`src/rtl/fb_arb_pkg.sv`:
```
package fb_arb_pkg;

   typedef enum logic [2:0] {
      ST_IDLE,
      ST_RD_WAIT,
      ST_RD_DONE,
      ST_MW_WAIT,
      ST_MW_WR
   } arb_state_t;

   localparam logic [7:0] FULL_MASK = 8'hFF;

endpackage

```
`src/rtl/fb_wq.sv`:
```
module fb_wq #(
   parameter int WORD_W = 15,
   parameter int DEPTH  = 8
) (
   input  logic              clk,
   input  logic              rst_n,
   input  logic              push,
   input  logic [WORD_W-1:0] push_word,
   input  logic              push_hi,
   input  logic [7:0]        push_data,
   input  logic [7:0]        push_mask,
   input  logic              push_fill,
   input  logic              pop,
   output logic [WORD_W-1:0] head_word,
   output logic              head_hi,
   output logic [7:0]        head_data,
   output logic [7:0]        head_mask,
   output logic              head_fill,
   output logic              empty,
   output logic              full,
   input  logic [WORD_W-1:0] look_word,
   output logic              hit
);
   localparam int PTR_W = (DEPTH > 1) ? $clog2(DEPTH) : 1;

   logic [WORD_W-1:0] word_m [DEPTH];
   logic              hi_m   [DEPTH];
   logic [7:0]        data_m [DEPTH];
   logic [7:0]        mask_m [DEPTH];
   logic              fill_m [DEPTH];
   logic [DEPTH-1:0]  valid_q, valid_d, match;
   logic [PTR_W-1:0]  wp_q, rp_q;

   assign empty = ~|valid_q;
   assign full  = &valid_q;

   always_comb begin
      valid_d = valid_q;
      if (pop)  valid_d[rp_q] = 1'b0;
      if (push) valid_d[wp_q] = 1'b1;
   end

   always_ff @(posedge clk) begin
      if (!rst_n) begin
         valid_q <= '0;
         wp_q    <= '0;
         rp_q    <= '0;
      end else begin
         valid_q <= valid_d;
         if (push) wp_q <= wp_q + 1'b1;
         if (pop)  rp_q <= rp_q + 1'b1;
      end
   end

   always_ff @(posedge clk) begin
      if (push) begin
         word_m[wp_q] <= push_word;
         hi_m[wp_q]   <= push_hi;
         data_m[wp_q] <= push_data;
         mask_m[wp_q] <= push_mask;
         fill_m[wp_q] <= push_fill;
      end
   end

   assign head_word = word_m[rp_q];
   assign head_hi   = hi_m[rp_q];
   assign head_data = data_m[rp_q];
   assign head_mask = mask_m[rp_q];
   assign head_fill = fill_m[rp_q];

   // one comparator per slot; a read hazard exists if any live slot targets the word
   for (genvar g = 0; g < DEPTH; g++) begin : g_slot
      assign match[g] = valid_q[g] && (word_m[g] == look_word);
   end
   assign hit = |match;

endmodule

```
`src/rtl/fb_merge.sv`:
```
module fb_merge (
   input  logic [15:0] old_word,
   input  logic [7:0]  data,
   input  logic [7:0]  mask,
   input  logic        hi,
   input  logic        fill,
   output logic [15:0] new_word,
   output logic [1:0]  lane_be
);
   logic [15:0] lane_mask;

   always_comb begin
      if (fill) begin
         lane_mask = {mask, mask};
         lane_be   = 2'b11;
      end else if (hi) begin
         lane_mask = {mask, 8'h00};
         lane_be   = 2'b10;
      end else begin
         lane_mask = {8'h00, mask};
         lane_be   = 2'b01;
      end
      new_word = (old_word & ~lane_mask) | ({data, data} & lane_mask);
   end
endmodule

```
`src/rtl/fb_arbiter.sv`:
```
module fb_arbiter
   import fb_arb_pkg::*;
#(
   parameter int ADDR_W = 16,
   parameter int DEPTH  = 8
) (
   input  logic              clk,
   input  logic              rst_n,
   input  logic              scan_busy,
   input  logic              cpu_sel,
   input  logic              cpu_wr,
   input  logic [ADDR_W-1:0] cpu_addr,
   input  logic [7:0]        cpu_wdata,
   input  logic [7:0]        cpu_mask,
   input  logic              cpu_fill,
   output logic [7:0]        cpu_rdata,
   output logic              cpu_wait,
   output logic              mem_en,
   output logic              mem_we,
   output logic [ADDR_W-2:0] mem_addr,
   output logic [1:0]        mem_be,
   output logic [15:0]       mem_wdata,
   input  logic [15:0]       mem_rdata
);
   localparam int WORD_W = ADDR_W - 1;

   if (ADDR_W < 2) begin : g_bad_addr
      $error("fb_arbiter: ADDR_W must be at least 2");
   end
   if (DEPTH < 2 || (DEPTH & (DEPTH - 1)) != 0) begin : g_bad_depth
      $error("fb_arbiter: DEPTH must be a power of two, at least 2");
   end

   arb_state_t        state_q, state_d;
   logic [15:0]       hold_q;
   logic              cap;
   logic              rd_req, wr_req;
   logic              q_push, q_pop, q_empty, q_full, q_hit;
   logic [WORD_W-1:0] head_word;
   logic              head_hi, head_fill;
   logic [7:0]        head_data, head_mask;
   logic [15:0]       mrg_word;
   logic [1:0]        mrg_be;
   logic              needs_rmw;

   assign rd_req = cpu_sel && !cpu_wr;
   assign wr_req = cpu_sel && cpu_wr;
   assign q_push = wr_req && !q_full;

   fb_wq #(.WORD_W(WORD_W), .DEPTH(DEPTH)) u_wq (
      .clk       (clk),
      .rst_n     (rst_n),
      .push      (q_push),
      .push_word (cpu_addr[ADDR_W-1:1]),
      .push_hi   (cpu_addr[0]),
      .push_data (cpu_wdata),
      .push_mask (cpu_mask),
      .push_fill (cpu_fill),
      .pop       (q_pop),
      .head_word (head_word),
      .head_hi   (head_hi),
      .head_data (head_data),
      .head_mask (head_mask),
      .head_fill (head_fill),
      .empty     (q_empty),
      .full      (q_full),
      .look_word (cpu_addr[ADDR_W-1:1]),
      .hit       (q_hit)
   );

   fb_merge u_merge (
      .old_word (hold_q),
      .data     (head_data),
      .mask     (head_mask),
      .hi       (head_hi),
      .fill     (head_fill),
      .new_word (mrg_word),
      .lane_be  (mrg_be)
   );

   assign needs_rmw = (head_mask != FULL_MASK);
   assign mem_wdata = mrg_word;

   always_comb begin
      state_d  = state_q;
      mem_en   = 1'b0;
      mem_we   = 1'b0;
      mem_addr = head_word;
      mem_be   = 2'b00;
      q_pop    = 1'b0;
      cap      = 1'b0;
      unique case (state_q)
         ST_IDLE: begin
            if (!scan_busy) begin
               if (rd_req && !q_hit) begin
                  mem_en   = 1'b1;
                  mem_addr = cpu_addr[ADDR_W-1:1];
                  mem_be   = 2'b11;
                  state_d  = ST_RD_WAIT;
               end else if (!q_empty) begin
                  mem_en = 1'b1;
                  if (needs_rmw) begin
                     mem_be  = 2'b11;
                     state_d = ST_MW_WAIT;
                  end else begin
                     mem_we = 1'b1;
                     mem_be = mrg_be;
                     q_pop  = 1'b1;
                  end
               end
            end
         end
         ST_RD_WAIT: begin
            cap     = 1'b1;
            state_d = ST_RD_DONE;
         end
         ST_RD_DONE: state_d = ST_IDLE;
         ST_MW_WAIT: begin
            cap     = 1'b1;
            state_d = ST_MW_WR;
         end
         ST_MW_WR: begin
            if (!scan_busy) begin
               mem_en  = 1'b1;
               mem_we  = 1'b1;
               mem_be  = mrg_be;
               q_pop   = 1'b1;
               state_d = ST_IDLE;
            end
         end
         default: state_d = ST_IDLE;
      endcase
   end

   always_ff @(posedge clk) begin
      if (!rst_n) begin
         state_q <= ST_IDLE;
         hold_q  <= '0;
      end else begin
         state_q <= state_d;
         if (cap) hold_q <= mem_rdata;
      end
   end

   assign cpu_wait  = rd_req ? (state_q != ST_RD_DONE) : (wr_req && q_full);
   assign cpu_rdata = cpu_addr[0] ? hold_q[15:8] : hold_q[7:0];

endmodule

```
`config.mk`:
```
export PLATFORM = sky130hd
export DESIGN_NAME = fb_arbiter
export DESIGN_NICKNAME = d
export VERILOG_FILES = /design/src/rtl/fb_arb_pkg.sv /design/src/rtl/fb_wq.sv /design/src/rtl/fb_merge.sv /design/src/rtl/fb_arbiter.sv
export SDC_FILE = /design/constraint.sdc
export NUM_CORES = 1
export LEC_CHECK = 0
export ABC_CLOCK_PERIOD_IN_PS = 4300
export BUFFER_PORTS_ARGS = -buffer_cell sky130_fd_sc_hd__buf_2
export CAP_MARGIN = 10
export CORE_MARGIN = 2
export CORE_UTILIZATION = 40
export DETAILED_ROUTE_END_ITERATION = 16
export HOLD_SLACK_MARGIN = 0.06
export PLACE_DENSITY = 0.64
export SYNTH_ARGS = -nofsm -noshare
export SYNTH_HDL_FRONTEND = slang
export SYNTH_HIERARCHICAL = 1
export SYNTH_SLANG_ARGS = --single-unit
```
`constraint.sdc`:
```
create_clock -name clk -period 4.3 [get_ports clk]
set_clock_uncertainty 0.05 [all_clocks]
set_input_delay 1.075 -clock clk [delete_from_list [all_inputs] [get_ports clk]]
set_output_delay 1.075 -clock clk [all_outputs]
set_load 0.1 [all_outputs]
```
* Word level (Yosys, flattened, before mapping)
Memory sizes are Yosys's and may differ from the RTL's. A register that Yosys moved wholly into a read port is not among the register bits. Index checks and enable logic that the tools add are counted. Widths: inputs -> output; s select.
Storage, ports and cells: register bits 33, bits in latches 0, RAM bits 264, bits in read-only memories 0, output and inout port bits 44, word-level logic and storage cells 114, memories kept 5
Cells by class: add/subtract/negate cells 2, multiply operators 0, divide/modulo/power cells 0, magnitude comparators 4, equality and inequality tests 17, shift-type cells 0, multiplexer cells 50, bitwise gates (word level) 7, reduce and logical (&&, ||, !) cells 24
Memories:
- u_wq.word_m | words 8, bits a word 15, read ports 9, clocked after memory_dff 1, wr ports 1, RTL line fb_wq.sv:26 | logic [WORD_W-1:0] word_m [DEPTH];
- u_wq.data_m | words 8, bits a word 8, read ports 1, clocked after memory_dff 1, wr ports 1, RTL line fb_wq.sv:28 | logic [7:0] data_m [DEPTH];
- u_wq.mask_m | words 8, bits a word 8, read ports 1, clocked after memory_dff 1, wr ports 1, RTL line fb_wq.sv:29 | logic [7:0] mask_m [DEPTH];
- u_wq.fill_m | words 8, bits a word 1, read ports 1, clocked after memory_dff 1, wr ports 1, RTL line fb_wq.sv:30 | logic fill_m [DEPTH];
- u_wq.hi_m | words 8, bits a word 1, read ports 1, clocked after memory_dff 1, wr ports 1, RTL line fb_wq.sv:27 | logic hi_m [DEPTH];
Operators with widths (number):
- $eq 15x15->1 | 8
- $mux 15 | 3
- $mux 3 | 15
- $and 16x16->16 | 2
- $mux 16 | 2
- $mux 8 | 3
- $not 16->16 | 1
- $or 16x16->16 | 1
- $reduce_or 8->1 | 2
- $logic_and 1x1->1 | 15
- $mux 1 | 14
- $mux 2 | 7
- $pmux 3 s4 | 1
- $and 8x8->8 | 1
- $lt 3x4->1 const B | 2
- $ne 8x8->1 const B | 1
- $not 8->8 | 1
- $or 8x8->8 | 1
- $reduce_and 8->1 | 1
- $add 3x1->3 const B | 2
- $demux 1 s3 | 2
- $ge 3x1->1 const B | 2
- $ne 3x3->1 const B | 2
- $ne 2x2->1 const B | 2
- 10 further kinds | 13

* Longest topological paths before layout
word-level depth 11, depth in mapped cells 13, depth with buffers taken out 12

* Modules after synthesis
The synthesis kept the hierarchy.
Modules (own cells, without submodules):
- fb_wq | times used 1, cells each 637, area each 12039.0 µm², seq. area each 8267.9 µm²
- fb_arbiter | times used 1, cells each 135, area each 1193.6 µm², seq. area each 380.4 µm²
- fb_merge | times used 1, cells each 36, area each 267.8 µm², seq. area each 0.0 µm²

* Worst setup path before layout
No wires, ideal clock.
path type in2out, from input port cpu_addr[10], to output port mem_be[0], data arrival time 4.531 ns, data required time 3.175 ns, path slack -1.356 ns, cell stages on the path 9, buffers on the path 1, cells stage by stage buf_2 -> xnor2_1 -> nand4_1 -> nor4_1 -> nor4_1 -> nand2_1 -> nor3b_1 -> o21ai_0 -> nor3_1
On the way: longest elaborated chain between the ends 8, elaborated cells on any way between the ends 22, those cells by class 8 x eq/ne; 3 x mux; 11 x reduce/logical
Ends and longest elaborated chain:
- start, declared | RTL line fb_arbiter.sv:12 | input logic [ADDR_W-1:0] cpu_addr,
- $eq 15x15->1 | RTL line fb_wq.sv:73 | assign match[g] = valid_q[g] && (word_m[g] == look_word);
- $logic_and 1x1->1 | RTL line fb_wq.sv:73
- $reduce_or 8->1 (*) | RTL line fb_wq.sv:75 | assign hit = |match;
- named net q_hit | RTL line fb_arbiter.sv:38 | logic q_push, q_pop, q_empty, q_full, q_hit;
- $logic_not 1->1 (*) | RTL line fb_arbiter.sv:95 | if (rd_req && !q_hit) begin
- $logic_and 1x1->1 (*) | RTL line fb_arbiter.sv:95
- $mux 2 (*) | RTL line fb_arbiter.sv:95
- $mux 2 (*) | RTL line fb_arbiter.sv:94 | if (!scan_busy) begin
- $pmux 2 s2 (*) | RTL line fb_arbiter.sv:92 | unique case (state_q)
- end, declared | RTL line fb_arbiter.sv:21 | output logic [1:0] mem_be,
The timed path passes the listed nets; every way through them passes the cells marked *.

* Worst setup path after layout
from input port cpu_addr[8], to output port mem_addr[14]
On the way: longest elaborated chain between the ends 8, elaborated cells on any way between the ends 22, those cells by class 8 x eq/ne; 3 x mux; 11 x reduce/logical
Ends and longest elaborated chain:
- $eq 15x15->1 | RTL line fb_wq.sv:73
- $logic_and 1x1->1 | RTL line fb_wq.sv:73
- $reduce_or 8->1 (*) | RTL line fb_wq.sv:75
- named net q_hit | RTL line fb_arbiter.sv:38
- $logic_not 1->1 (*) | RTL line fb_arbiter.sv:95
- $logic_and 1x1->1 (*) | RTL line fb_arbiter.sv:95
- $mux 15 (*) | RTL line fb_arbiter.sv:95
- $mux 15 (*) | RTL line fb_arbiter.sv:94
- $mux 15 (*) | RTL line fb_arbiter.sv:92
- end, declared | RTL line fb_arbiter.sv:20 | output logic [ADDR_W-2:0] mem_addr,
Marks and branches as above.

==> flow_metrics.py <==
metrics = {
    "global_route": {
        "grt_antenna_before_repair": 3,
        "grt_pass1_vias": 7809,
        "grt_first_pass_wirelength_mm": 48.7,
        "grt_max_degree": 34,
        "grt_usage_pct": 18.4,
        "grt-ovfl-total": 0,
    },
    "sta": {
        "finalHoldViolCount": 0,
        "finalCritPeriodShare_pct": 108,
        "grt_setup_unrepaired": "true",
        "fmax_ghz": 0.215,
        "worst_slack_ps": -361,
        "worst_pin_slew_ps": 1070,
        "finalSetupViolations": 17,
        "fin_setup_tns_ps": -5220,
        "drv_slew": 0,
        "period_minus_slack_ps": 4660,
        "relSlewSlack_pct": 28.8,
    },
    "die": {
        "die_x_microns": 188,
        "ios": 98,
        "placementRows": 67,
        "start_util_pct": 40.5,
        "core_sq_um": 33400,
        "dieArea_sq_um": 35200,
        "die_h_microns": 188,
    },
    "route": {
        "via_count": 7715,
        "drt_wl_total_mm": 32.2,
        "wl_met2_mm": 14.5,
        "dr_wl_met3_mm": 2.41,
        "drt_first_pass_iters": 5,
        "top_layer_used": "met5",
        "ant_nets": 0,
        "via_per_inst": 5.34,
        "wl_met1_mm": 14.6,
        "route.detailed.drc": 0,
        "dr.first_iter.drc_count": 699,
        "wl_per_cell_microns": 22.3,
    },
    "power_and_ir_drop": {
        "ir_drop_v": 0.000238,
        "p_leak_nw": 5.61,
        "p_per_area_nw_per_um2": 395,
    },
    "cts": {
        "clock-sinks": 300,
        "cts_root_buf": "clkbuf_16",
        "clock_latency_ps": 520,
        "cts_tree": "built",
        "hold_buffers": 0,
        "cts_max_path_buffers": 3,
        "cts_buffers": 35,
        "cts-htree-levels": 2,
        "clk_pin_slew_worst_paths_ps": 50,
    },
    "setup_path": {
        "cp_max_fo": 11,
        "cp-start-kind": "primary input",
        "critical_path_class": "primary input to primary output",
        "critical_path_required_ps": 3170,
        "endpoint_kind": "primary output",
        "cp.arrival_ps": 3540,
    },
    "yosys": {
        "synth_fp_nets": 864,
        "ys_types": 41,
        "ys.flop_type": "edfxtp_1",
        "syn_inst": 808,
        "syn_avg_cell_area_sq_um": 16.7,
        "synth_edf_count": 264,
        "yosysSeqAreaShare_pct": 64.1,
        "syn_area_sq_um": 13500,
        "yosysTopAreaCell": "edfxtp_1",
        "async_reset_ff_share_pct": 0,
        "ys_ff_latch": 300,
        "yosysTopAreaCellShare_pct": 58.7,
        "yosysWarningCount": 6,
        "synth.top_cells.by_area": "edfxtp_1 (59%), mux4_2 (9.8%), xnor2_1 (7.9%)",
    },
    "outcome": {
        "outcome": "finished, violations left",
        "failed_checks": "setup timing",
    },
    "placed_design": {
        "dp_slack_ps": -468,
        "gp_congestion": 0.941,
        "dp.cells": 1377,
        "hpwl_mm": 21.5,
        "numPortBuffers": 97,
    },
    "cells_and_area": {
        "fill_cells": 2814,
        "diodes": 0,
        "final_layout_size_suffix_gt1_share_pct": 38.8,
        "area_growth_syn_to_layout_pct": 24.8,
        "stdcell_count": 1445,
        "nets": 1029,
    },
    "run": {
        "maxCapViolCount": 0,
    },
    "worst_hold_path": {
        "hp-class": "flop to flop",
    },
}
==> worst paths after layout <==
| check | depth (start not counted) | slack (ps) | to | startpoint |
|---|---|---|---|---|
| min reg2reg | 2 | 430 | hold_q[1] | hold_q[1] |
| max | 12 | -360 | mem_addr[14] | cpu_addr[8] |
| min | 2 | 430 | hold_q[1] | hold_q[1] |
| max reg2reg | 18 | 980 | u_wq/valid_q[3] | u_wq/word_m[2][4] |
==> metal layers <==
layer	up-vias	global-route usage, %
met1	3928	26.9
met3	45	4.06
met5	-	0
met4	6	4.72
met2	270	27.9
li1	3466	-
==> critical path: stages <==
cell	delay [ps]
buf_4	180
buf_4	160
xnor2_1	130
nand4_1	120
nor4_2	50
nor4_1	240
nand2_1	150
or3b_1	390
or3_4	370
buf_12	160
mux2_4	330
buf_12	170
==> sequential cells by signal (all words and copies together), names as in the netlist, named ones only <==
signal        flops
u_wq/fill_m       8
u_wq/rp_q         3
u_wq/valid_q      8
u_wq/word_m     120
u_wq/hi_m         8
u_wq/mask_m      64
u_wq/wp_q         3
hold_q           16
state_q           3
u_wq/data_m      64
==> what timing repair did <==
action,CTS,global route
resized for setup,52,24
setup buffers,5,4
setup endpoints to repair,19,19
pin swaps,12,10
==> placed cells by master, fill, tap and decap left out, types with 4 or more instances in the layout <==
cell type  netlist  routed
a21boi_0        19      19
and2_1           4       4
buf_12           1      33
buf_2           21      63
buf_4            2      61
buf_6            6      14
clkbuf_1        14       9
clkbuf_16        0      35
clkinv_2         0       7
dfxtp_1         36      33
edfxtp_1       264     264
mux2_1           8       8
mux2_2          54      49
mux2_4          10      15
mux4_1           7       7
mux4_2          59      59
nand2_1         56      56
nand2b_1        11      11
nand4_1         36      36
nor2_1          11       5
nor2_4           0       6
nor2b_1          8       8
nor3_4           0       4
nor4_1          13       8
o21a_1           9       9
o21ai_0          7       6
xnor2_1        122     103
xnor2_2          0      17
==> kinds of logic after synthesis <==
| family | synth area share [%] |
|---|---|
| compound gates | 2.29 |
| xor+xnor | 7.91 |
| fa+ha+maj | 0.185 |
| buf+inv | 2.04 |
| flops | 64.1 |
| mux | 17.6 |
| simple gates | 5.88 |
==> cell usage after synthesis, types with 2 or more instances <==
library cell    n
ha_1            2
mux4_1          7
nor4_1         13
mux2_1          8
o21a_1          9
nor2b_1         8
nand2b_1       11
clkbuf_1       14
inv_1           3
nor2_1         11
or4_1           2
nand4_1        36
edfxtp_1      264
or3_1           2
a2111oi_0       2
mux2_4         10
mux2i_1         2
buf_4           2
mux4_2         59
dfxtp_1        36
mux2_2         54
nand2_1        56
o21ai_0         7
nor3_1          5
buf_6           6
buf_2          21
a21boi_0       19
and2_1          4
o31a_1          2
xnor2_1       122
==> where the power goes <==
group | switching, mW | internal (mW) | leakage [nW]
logic | 0.415 | 0.248 | 2.41
clock network | 1.14 | 1.63 | 0.524
registers | 0.0194 | 3.20 | 2.68
total | 1.57 | 5.08 | 5.61
==> layout make-up <==
cell class	instances	area (sq um)	share of cell area, %
Tap cell	448	561	3.33
Clock inverter	17	168	0.995
Sequential cell	300	8650	51.3
Timing Repair Buffer	173	1620	9.62
Clock buffer	44	910	5.40
Multi-Input combinational cell	460	4930	29.2
Inverter	3	11.3	0.0668
==> metrics by stage <==
step                instance area, sq um  util [%]  power, mW  hold WS (ps)
floorplan                          13700         -       3.70           401
global placement                   15300      46.0       3.90           413
detailed placement                 15300      46.0       3.91           426
CTS                                16700      50.0       6.70           434
global route                       16900      50.5       6.88           465
finish                             16900      50.5       6.66           434
Note: power is estimated with default switching activity, not from simulation.
